`src/rtl/sram_ctrl_pkg.sv`:
```
package sram_ctrl_pkg;

  typedef enum logic [2:0] {
    ST_IDLE,
    ST_W_ADDR,
    ST_W_PULSE,
    ST_W_HOLD,
    ST_R_ACCESS,
    ST_R_TURN,
    ST_ACK
  } state_e;

  function automatic int max2(input int a, input int b);
    return (a > b) ? a : b;
  endfunction

endpackage

```
`src/rtl/sram_phase_timer.sv`:
```
module sram_phase_timer #(
  parameter int CW = 3
) (
  input  logic          clk_i,
  input  logic          rst_ni,
  input  logic          load_i,
  input  logic [CW-1:0] load_val_i,
  output logic          done_o
);

  logic [CW-1:0] cnt_q;

  always_ff @(posedge clk_i or negedge rst_ni) begin
    if (!rst_ni)              cnt_q <= '0;
    else if (load_i)          cnt_q <= load_val_i;
    else if (cnt_q != '0)     cnt_q <= cnt_q - 1'b1;
  end

  assign done_o = (cnt_q == '0);

endmodule

```
`src/rtl/sram_req_regs.sv`:
```
module sram_req_regs #(
  parameter int AW = 18,
  parameter int DW = 16,
  parameter int NB = DW / 8
) (
  input  logic          clk_i,
  input  logic          rst_ni,
  input  logic          load_i,
  input  logic [AW-1:0] addr_i,
  input  logic [DW-1:0] wdata_i,
  input  logic [NB-1:0] mask_i,
  output logic [AW-1:0] addr_o,
  output logic [DW-1:0] wdata_o,
  output logic [NB-1:0] mask_o
);

  always_ff @(posedge clk_i or negedge rst_ni) begin
    if (!rst_ni) begin
      addr_o  <= '0;
      wdata_o <= '0;
      mask_o  <= '0;
    end else if (load_i) begin
      addr_o  <= addr_i;
      wdata_o <= wdata_i;
      mask_o  <= mask_i;
    end
  end

endmodule

```
`src/rtl/sram_rd_capture.sv`:
```
module sram_rd_capture #(
  parameter int DW = 16,
  parameter int NB = DW / 8
) (
  input  logic          clk_i,
  input  logic          rst_ni,
  input  logic          cap_i,
  input  logic [NB-1:0] lane_en_i,
  input  logic [DW-1:0] dq_i,
  output logic [DW-1:0] rdata_o
);

  for (genvar b = 0; b < NB; b++) begin : g_lane
    always_ff @(posedge clk_i or negedge rst_ni) begin
      if (!rst_ni)    rdata_o[b*8 +: 8] <= '0;
      else if (cap_i) rdata_o[b*8 +: 8] <= lane_en_i[b] ? dq_i[b*8 +: 8] : 8'h00;
    end
  end

endmodule

```
`src/rtl/sram_ctrl.sv`:
```
module sram_ctrl
  import sram_ctrl_pkg::*;
#(
  parameter int AW       = 18,
  parameter int DW       = 16,
  parameter int ADDR_CYC = 1,
  parameter int WP_CYC   = 4,
  parameter int DS_CYC   = 3,
  parameter int HOLD_CYC = 1,
  parameter int RD_CYC   = 6,
  parameter int TURN_CYC = 2
) (
  input  logic            clk_i,
  input  logic            rst_ni,
  input  logic            req_i,
  input  logic            we_i,
  input  logic [AW-1:0]   addr_i,
  input  logic [DW-1:0]   wdata_i,
  input  logic [DW/8-1:0] mask_i,
  output logic            ack_o,
  output logic [DW-1:0]   rdata_o,
  output logic [AW-1:0]   mem_addr_o,
  output logic            mem_sel_n_o,
  output logic            mem_sel_o,
  output logic            mem_oe_n_o,
  output logic            mem_we_n_o,
  output logic [DW/8-1:0] mem_be_n_o,
  output logic [DW-1:0]   mem_dq_o,
  output logic            mem_dq_oe_o,
  input  logic [DW-1:0]   mem_dq_i
);

  localparam int NB        = DW / 8;
  localparam int PULSE_CYC = max2(WP_CYC, DS_CYC);
  localparam int MAX_CYC   = max2(max2(ADDR_CYC, PULSE_CYC),
                                  max2(max2(HOLD_CYC, RD_CYC), TURN_CYC));
  localparam int CW        = max2($clog2(MAX_CYC + 1), 1);

  state_e        state_q, state_d;
  logic          accept, done, load, cap;
  logic [CW-1:0] load_val;
  logic [NB-1:0] mask_q, mask_nx;
  logic          sel_act_d;

  assign accept = (state_q == ST_IDLE) && req_i;

  sram_req_regs #(.AW(AW), .DW(DW), .NB(NB)) u_req (
    .clk_i, .rst_ni,
    .load_i  (accept),
    .addr_i, .wdata_i, .mask_i,
    .addr_o  (mem_addr_o),
    .wdata_o (mem_dq_o),
    .mask_o  (mask_q)
  );

  always_comb begin
    state_d = state_q;
    unique case (state_q)
      ST_IDLE: begin
        if (req_i) begin
          if (mask_i == '0) state_d = ST_ACK;
          else if (we_i)    state_d = ST_W_ADDR;
          else              state_d = ST_R_ACCESS;
        end
      end
      ST_W_ADDR:   if (done) state_d = ST_W_PULSE;
      ST_W_PULSE:  if (done) state_d = ST_W_HOLD;
      ST_W_HOLD:   if (done) state_d = ST_ACK;
      ST_R_ACCESS: if (done) state_d = ST_R_TURN;
      ST_R_TURN:   if (done) state_d = ST_ACK;
      ST_ACK:      state_d = ST_IDLE;
      default:     state_d = ST_IDLE;
    endcase
  end

  // phase length for the state being entered
  always_comb begin
    unique case (state_d)
      ST_W_ADDR:   load_val = CW'(ADDR_CYC - 1);
      ST_W_PULSE:  load_val = CW'(PULSE_CYC - 1);
      ST_W_HOLD:   load_val = CW'(HOLD_CYC - 1);
      ST_R_ACCESS: load_val = CW'(RD_CYC - 1);
      ST_R_TURN:   load_val = CW'(TURN_CYC - 1);
      default:     load_val = '0;
    endcase
  end

  assign load = (state_d != state_q);

  sram_phase_timer #(.CW(CW)) u_timer (
    .clk_i, .rst_ni,
    .load_i     (load),
    .load_val_i (load_val),
    .done_o     (done)
  );

  always_ff @(posedge clk_i or negedge rst_ni) begin
    if (!rst_ni) state_q <= ST_IDLE;
    else         state_q <= state_d;
  end

  // strobes registered from the next state: glitch-free pins
  assign sel_act_d = (state_d == ST_W_ADDR) || (state_d == ST_W_PULSE) ||
                     (state_d == ST_W_HOLD) || (state_d == ST_R_ACCESS);
  assign mask_nx   = accept ? mask_i : mask_q;

  always_ff @(posedge clk_i or negedge rst_ni) begin
    if (!rst_ni) begin
      mem_sel_n_o <= 1'b1;
      mem_sel_o   <= 1'b0;
      mem_oe_n_o  <= 1'b1;
      mem_we_n_o  <= 1'b1;
      mem_be_n_o  <= '1;
      mem_dq_oe_o <= 1'b0;
      ack_o       <= 1'b0;
    end else begin
      mem_sel_n_o <= !sel_act_d;
      mem_sel_o   <= sel_act_d;
      mem_oe_n_o  <= (state_d != ST_R_ACCESS);
      mem_we_n_o  <= (state_d != ST_W_PULSE);
      mem_be_n_o  <= sel_act_d ? ~mask_nx : '1;
      mem_dq_oe_o <= (state_d == ST_W_ADDR) || (state_d == ST_W_PULSE) ||
                     (state_d == ST_W_HOLD);
      ack_o       <= (state_d == ST_ACK);
    end
  end

  assign cap = (state_q == ST_R_ACCESS) && done;

  sram_rd_capture #(.DW(DW), .NB(NB)) u_cap (
    .clk_i, .rst_ni,
    .cap_i     (cap),
    .lane_en_i (mask_q),
    .dq_i      (mem_dq_i),
    .rdata_o
  );

endmodule

```
`config.mk`:
```
export PLATFORM = sky130hd
export DESIGN_NAME = sram_ctrl
export DESIGN_NICKNAME = d
export VERILOG_FILES = /design/src/rtl/sram_ctrl_pkg.sv /design/src/rtl/sram_phase_timer.sv /design/src/rtl/sram_req_regs.sv /design/src/rtl/sram_rd_capture.sv /design/src/rtl/sram_ctrl.sv
export SDC_FILE = /design/constraint.sdc
export NUM_CORES = 1
export LEC_CHECK = 0
export BUFFER_PORTS_ARGS = -buffer_cell sky130_fd_sc_hd__buf_2
export CAP_MARGIN = 20
export CORE_MARGIN = 2
export CORE_UTILIZATION = 51
export CTS_CLUSTER_SIZE = 28
export DETAILED_ROUTE_END_ITERATION = 10
export MAX_ROUTING_LAYER = met4
export PLACE_DENSITY = 0.89
export SYNTH_ARGS = -nofsm -noshare
export SYNTH_HDL_FRONTEND = slang
export SYNTH_SLANG_ARGS = --single-unit
```
`constraint.sdc`:
```
create_clock -name clk_i -period 2.6 [get_ports clk_i]
set_input_delay 0 -clock clk_i [delete_from_list [all_inputs] [get_ports clk_i]]
set_output_delay 0 -clock clk_i [all_outputs]
set_load 0.1 [all_outputs]
```
==> results of run 1 <==
[per-stage QoR]
step	utilization, %	cell area, µm²	cells	worst slack [ps]
after floorplan	-	2730	227	1030
after global placement	64.9	3340	400	731
after detailed placement	64.9	3340	400	659
after CTS	79.5	4090	469	657
after global routing	79.5	4090	469	505
final	79.5	4090	469	574
[cell type report]
class | count | area share, %
sequential | 66 | 40.6
clock inverter | 7 | 2.27
multi-input combinational | 142 | 24.0
tap | 70 | 2.14
clock buffer | 9 | 3.03
inverter | 5 | 0.459
timing repair buffer | 170 | 27.6
[placed cells by master, fill, tap and decap left out, types with 2 or more instances in the layout]
master	count
buf_2	113
mux2i_1	3
nand3_1	2
dlygate4sd3_1	53
a21oi_1	6
buf_4	4
clkinv_2	3
mux2_2	34
mux2_1	2
bufinv_16	2
o22ai_1	2
o21ai_0	21
inv_1	5
nor3_1	3
or2_2	2
clkbuf_8	9
a31oi_1	2
nand3b_1	3
dfrtp_1	61
nand2_1	37
nor2_1	9
ha_1	2
dfstp_2	5
[path summary, 6_finish.rpt]
path	to	slack [ps]	depth (start not counted)
min reg2reg	u_cap.rdata_o[11]$_DFFE_PN0P_	470	2
max in group asynchronous	u_cap.rdata_o[12]$_DFFE_PN0P_	1970	3
max	u_req.addr_o[6]$_DFFE_PN0P_	570	4
min in group asynchronous	u_req.addr_o[7]$_DFFE_PN0P_	260	3
min	state_q[2]$_DFF_PN0_	130	3
max reg2reg	u_req.addr_o[6]$_DFFE_PN0P_	570	4
[kinds of logic (layout without fill, tap and decap cells)]
logic type	after synthesis	after routing	synth area share (%)
and+or+nand+nor	63	63	11.0
adders and majority gates	2	2	0.915
DFF	66	66	60.6
AOI/OAI and AO/OA	38	38	7.92
muxes	39	39	15.9
buffers and inverters	19	191	3.57
[timing repair]
action                     in CTS  in global routing
hold endpoints to repair      120                  0
setup endpoints to repair       0                  0
hold buffers                   53                  0
[per-layer routing]
layer | global-route usage [%] | part of all wire, % | up-vias
met4 | 8.93 | 1.9 | 0
met1 | 41.2 | 40 | 1195
met3 | 9.76 | 8.0 | 20
met5 | - | 0 | -
li1 | - | - | 1118
met2 | 55.5 | 50 | 169
[registers in the layout, indices dropped and copies added (netlist names)]
| signal | cells |
|---|---|
| u_req.addr_o | 18 |
| u_cap.rdata_o | 16 |
| u_req.wdata_o | 16 |
| state_q | 3 |
| u_timer.cnt_q | 3 |
| mem_be_n_o | 2 |
| u_req.mask_o | 2 |
| ack_o | 1 |
| mem_dq_oe_o | 1 |
| mem_oe_n_o | 1 |
| mem_sel_n_o | 1 |
| mem_sel_o | 1 |
| mem_we_n_o | 1 |
[critical path: cells and delay by family, from the launching register on]
kind | cells | cell delay (ps)
simple gates | 2 | 460
buf+inv | 1 | 420
mux | 1 | 440
flops | 1 | 590
==> impl_metrics.toml, run 1 <==
[cts]
cts_tree = "done"
cts_root_buffer = "clkbuf_8"
clk_pin_slew_ps = 90
clockBufferDepth = 2
htreeDepth = 3
cts-resized-gates = 0
cts_setup_buffers = 0
cts.sinks = 66
cts-buffers-inserted = 9
clkLatencyLatePin_ps = 350

[sta]
tightest_slew_ps = 599
hold_viol_final = 0
finalCritPeriodShare_pct = 77.9
finalMaxSlewViolations = 0
maxSlewHeadroom_pct = 60.1
period_needed_ps = 2030
tns_ps = 0
setup_viol = 0
rsz0062_at_grt = "false"
fmax_mhz = 494
skew_ps = 16.0
timing.hold.ws_ps = 135

[placed_design]
io_buffers = 113
gp_congestion = 0.895
dp_hpwl_um = 4470

[synthesis]
synth_common_cells = "dfrtp_1, nand2_1, mux2_2"
seq_area_frac_synth_pct = 60.6
synth_area_leaders = "dfrtp_1, mux2_2, nand2_1, dfstp_2, o21ai_0"
ys_types = 35
synth-async-reset-ratio_pct = 100
yosysTopAreaCellShare_pct = 55.8
synth_fp_nets = 285
ys_warn_count = 0
synth_edf_count = 0
syn_avg_cell_area_um2 = 12.0
ys_ff_latch = 66
netlist_instances = 227
syn-cell-area_mm2 = 0.00273
synth_ff_type = "dfrtp_1"
synth_top_area_cell = "dfrtp_1"
yosysMostFrequentCell = "dfrtp_1"

[setup_path]
worstPathRequired_ps = 2830
crit_path_start = "state_q[2]$_DFF_PN0_"
end_kind = "flop"
path_cells = "nand2b_2 > nor3_4 > buf_4 > mux2_2"
cp.arrival_ps = 2250
cp-start-kind = "flop"
slowest_stage = "dfrtp_1"
worstPathMaxFanout = 36
critPathKind = "reg2reg"
r2r_start = "state_q[2]$_DFF_PN0_"
max_stage_delay_ps = 590

[global_routing]
overflow = 0
track_usage_pct = 33.8
first_global_vias = 2608
antenna_found_initial = 0
grt_max_degree = 37
grt_pass1_wl_um = 14600

[floorplan]
die_w_um = 77.2
io-pin-count = 114
initial_core_util_pct = 53.2
die_area_mm2 = 0.00596
rows = 26
die_h_um = 77.2
coreArea_mm2 = 0.00514

[hold_path]
hold_path.class = "in2reg"
min_from = "req_i"

[finish]
antenna_cells = 0
multi_input_area_um2 = 978
synthToLayoutAreaGrowth_pct = 49.4
nets = 452
area.sequential_mm2 = 0.00166
n_fill_cell = 282
drive_above_1_share_pct = 44.4

[route]
ant_nets = 0
detail_route.wl_per_cell_um = 19.6
num_vias = 2502
drc = 0
drt_iter0_drc = 215
vias_per_cell = 5.33
first_pass_iters = 4
finalWirelength_um = 9200

[flow_run]
drv_cap = 0

[outcome]
status = "finished, final reports clean"
Power of run 1 is left out: the tool's default activity adds up to more than one toggle a clock period on the data nets, which glitch-free logic cannot reach.
==> run 2: changes to the inputs <==
CORE_UTILIZATION = 43   (was 51)
PLACE_DENSITY = 0.81   (was 0.89)
clock period = 1.8 ns   (was 2.6 ns; I/O delays follow)
==> run 2 against run 1 <==
  * Die area grew 18%
  * Hold slack lost 110 ps
  * Final area increased by 1.3%
  * First-iteration DRC count down 66%
==> impl_metrics.toml, run 2 (synthesized netlist as in run 1, its figures left out) <==
[sta]
finalWorstSetupSlack_ps = 185
skew_ps = 6.96
setup_viol = 0
fmax_mhz = 619
tns_ps = 0
rsz0062_at_grt = "false"
maxSlewHeadroom_pct = 66.2
finalMaxSlewViolations = 0
period_needed_ps = 1620
finalCritPeriodShare_pct = 89.7
hold_viol_final = 0
tightest_slew_ps = 507

[setup_path]
cp.buffers_inverters = 1
path_depth = 6
worstPathRequired_ps = 2050
max_stage_delay_ps = 380
cp.arrival_ps = 1870
critPathKind = "reg2reg"
r2r-end = "mem_be_n_o[0]$_DFF_PN1_"
worstPathMaxFanout = 5
r2r_slack_ps = 180
cp-start-kind = "flop"
end_kind = "flop"
crit_path_start = "u_timer.cnt_q[0]$_DFFE_PN0P_"
endpoint = "mem_be_n_o[0]$_DFF_PN1_"
cp_top_family = "compound AO/OA/AOI/OAI gates"
slowest_stage = "a221o_1"
ff2ff_path_depth = 6
r2r_start = "u_timer.cnt_q[0]$_DFFE_PN0P_"
path_cells = "inv_1 > ha_1 > and3b_1 > a221o_1 > o21ai_1 > nand2_1"

[route]
drt_iter0_drc = 73
ant_nets = 0
num_vias = 2355
detail_route.wl_per_cell_um = 14.1
drc = 0
finalWirelength_um = 6750
vias_per_cell = 4.92
first_pass_iters = 4

[cts]
postCtsHoldBufs = 52
clk_pin_slew_ps = 80
htreeDepth = 3
cts_setup_buffers = 0
cts-resized-gates = 0
clkLatencyLatePin_ps = 330
cts.sinks = 66
cts_tree = "done"
cts_root_buffer = "clkbuf_8"
cts-buffers-inserted = 9
clockBufferDepth = 2

[finish]
antenna_cells = 0
largest_reg_flops = 18
final_common_cell = "buf_2"
largest_register = "u_req.addr_o"
nets = 455
synthToLayoutAreaGrowth_pct = 51.3
reg.largest.list = "u_req.addr_o (18), u_cap.rdata_o (16), u_req.wdata_o (16)"
final_area_mm2 = 0.00414
layout_common_cells = "buf_2, dfrtp_1, dlygate4sd3_1"
drive_above_1_share_pct = 45.0

[placed_design]
dp_hpwl_um = 4230
place_area_mm2 = 0.00339
io_buffers = 113
gp_congestion = 0.881
dp_slack_ps = 202

[flow_run]
drv_cap = 0

[global_routing]
grt_max_degree = 37
antenna_found_initial = 0
busiest_layer = "met2"
met2_usage_pct = 34.8
first_global_vias = 2409
grt_util_met1_pct = 24.9
use_met3_pct = 5.14
overflow = 0
grt_pass1_wl_um = 11400
track_usage_pct = 20.9

[floorplan]
coreArea_mm2 = 0.00624
rows = 29
io-pin-count = 114
die_area_mm2 = 0.00701
die_h_um = 83.7
die_w_um = 83.7
initial_core_util_pct = 43.8

[outcome]
status = "finished, final reports clean"

[hold_path]
hold_path.class = "in2reg"
## run 2: layout make-up
class	count	area, µm²
inverters	5	18.8
clock buffers	10	138
repair buffers	173	1160
flip-flops and latches	66	1660
multi-input cells	142	978
well taps	77	96.3
clock inverters	6	88.8
fillers	449	2100
## run 2: layer usage
| metal | wire length (µm) | share of wire [%] |
|---|---|---|
| met4 | 86 | 1.3 |
| met3 | 427 | 6.3 |
| met5 | 0 | 0 |
| met1 | 2900 | 43 |
| met2 | 3330 | 49 |
## run 2: stage by stage
| step | hold WS, ps | util (%) | std cells |
|---|---|---|---|
| 2_1_floorplan | -296 | - | 227 |
| 3_3_place_gp | -13.4 | 54.3 | 411 |
| 3_5_place_dp | 3.37 | 54.3 | 411 |
| 4_1_cts | 11.7 | 66.3 | 479 |
| 6_report | 22.8 | 66.3 | 479 |
| 5_1_grt | 33.4 | 66.3 | 479 |
## run 2: worst min path at each step
stage,startpoint,to,slack (ps),cells past startpoint
2_1_floorplan,rst_ni,ack_o$_DFF_PN0_,-300,0
3_3_place_gp,rst_ni,u_req.wdata_o[10]$_DFFE_PN0P_,-10,1
3_5_place_dp,rst_ni,u_req.wdata_o[10]$_DFFE_PN0P_,3,1
4_1_cts,mask_i[0],u_req.mask_o[0]$_DFF_PN0_,10,2
5_1_grt,mask_i[0],u_req.mask_o[0]$_DFF_PN0_,30,2
6_report,mask_i[0],u_req.mask_o[0]$_DFF_PN0_,20,2
Power of run 2 is left out for the same reason.
==> run 3: changes to the inputs <==
BUFFER_PORTS_ARGS = -buffer_cell sky130_fd_sc_hd__clkbuf_2   (was -buffer_cell sky130_fd_sc_hd__buf_2)
==> run 3 against run 2 <==
  * Hold slack improved by 110 ps
  * Die area unchanged
  * Via count decreased by 0.85%
  * Sequential share of layout area rose by 0.34 points
  * Global-route usage down 0.20 points
  * Register-to-register slack worse by 50 ps
  * Cell count is the same
==> impl_metrics.toml, run 3 (synthesized netlist as in run 1, its figures left out) <==
[cts]
cts_tree = "done"
cts.sinks = 66
htreeDepth = 3
cts_root_buffer = "clkbuf_8"
clockBufferDepth = 2
clkLatencyLatePin_ps = 330
cts-buffers-inserted = 9
clk_pin_slew_ps = 70

[global_routing]
first_global_vias = 2439
antenna_found_initial = 0
overflow = 0
grt_pass1_wl_um = 11200
grt_max_degree = 33
track_usage_pct = 20.7

[sta]
finalCritPeriodShare_pct = 92.7
hold_viol_final = 0
skew_ps = 6.83
fmax_mhz = 599
tns_ps = 0
period_needed_ps = 1670
maxSlewHeadroom_pct = 62.7
setup_viol = 0
tightest_slew_ps = 562
finalMaxSlewViolations = 0
rsz0062_at_grt = "false"

[setup_path]
end_kind = "flop"
worstPathRequired_ps = 2010
critPathKind = "reg2reg"
worstPathMaxFanout = 26
cp.arrival_ps = 1880
cp-start-kind = "flop"

[route]
vias_per_cell = 4.87
finalWirelength_um = 6620
first_pass_iters = 4
drt_iter0_drc = 59
ant_nets = 0
detail_route.wl_per_cell_um = 13.8
num_vias = 2335
drc = 0

[floorplan]
die_h_um = 83.7
coreArea_mm2 = 0.00624
initial_core_util_pct = 43.8
die_area_mm2 = 0.00701
io-pin-count = 114
die_w_um = 83.7
rows = 29

[flow_run]
drv_cap = 0

[finish]
layout_common_cells = "clkbuf_2, dfrtp_1, dlygate4sd3_1"
largest_reg_flops = 18
nets = 455
reg.largest.list = "u_req.addr_o (18), u_cap.rdata_o (16), u_req.wdata_o (16)"
final_area_mm2 = 0.00410
drive_above_1_share_pct = 45.0
largest_register = "u_req.addr_o"
final_common_cell = "clkbuf_2"
synthToLayoutAreaGrowth_pct = 50.0
antenna_cells = 0

[placed_design]
io_buffers = 113
dp_hpwl_um = 4160
place_area_mm2 = 0.00337
gp_congestion = 0.914

[hold_path]
hold_path.class = "in2reg"

[outcome]
status = "finished, final reports clean"
==> run 3: area by class of cell <==
| type | count | area, µm² |
|---|---|---|
| inverters | 5 | 18.8 |
| clock buffers | 11 | 141 |
| multi-input cells | 142 | 985 |
| clock inverters | 5 | 53.8 |
| flip-flops and latches | 66 | 1660 |
| fillers | 462 | 2140 |
| repair buffers | 173 | 1150 |
| well taps | 77 | 96.3 |
==> run 3: through the flow <==
step | worst slack [ps] | instances | hold WS (ps) | utilization (%)
after floorplan | 233 | 227 | -296 | -
after global placement | 142 | 410 | 12.9 | 54.0
after detailed placement | 124 | 410 | 23.5 | 54.0
after CTS | 102 | 479 | 120 | 65.6
after global routing | 13.3 | 479 | 160 | 65.7
final | 132 | 479 | 129 | 65.7
==> run 3: final timing paths <==
kind / start / slack, ps / endpoint / depth (start not counted)
max in group asynchronous: rst_ni / 900 / mem_sel_n_o$_DFF_PN1_ / 3
min reg2reg: u_cap.rdata_o[11]$_DFFE_PN0P_ / 480 / u_cap.rdata_o[11]$_DFFE_PN0P_ / 2
max reg2reg: state_q[2]$_DFF_PN0_ / 130 / u_req.wdata_o[3]$_DFFE_PN0P_ / 4
min: req_i / 130 / state_q[2]$_DFF_PN0_ / 3
max: state_q[2]$_DFF_PN0_ / 130 / u_req.wdata_o[3]$_DFFE_PN0P_ / 4
min in group asynchronous: rst_ni / 180 / u_req.addr_o[4]$_DFFE_PN0P_ / 2
==> run 3: routing by layer <==
metal | global-route usage, % | wire (µm) | vias to the layer above
met5 | - | 0 | -
met4 | 6.60 | 117 | 0
met3 | 5.44 | 430 | 13
met2 | 34.3 | 3330 | 104
met1 | 24.9 | 2740 | 1098
li1 | - | - | 1120
==> run 3: timing repair <==
action	in CTS	in global routing
gates resized for setup	0	2
hold endpoints to repair	77	0
setup endpoints to repair	0	19
setup buffers	0	0
hold buffers	53	0
==> run 3: critical path, cell delays in order, from the launching register on <==
cell and delay [ps]:
dfrtp_1 420, nand2b_2 250, nor3_4 150, buf_4 340, mux2_2 390
Power of run 3 is left out for the same reason.
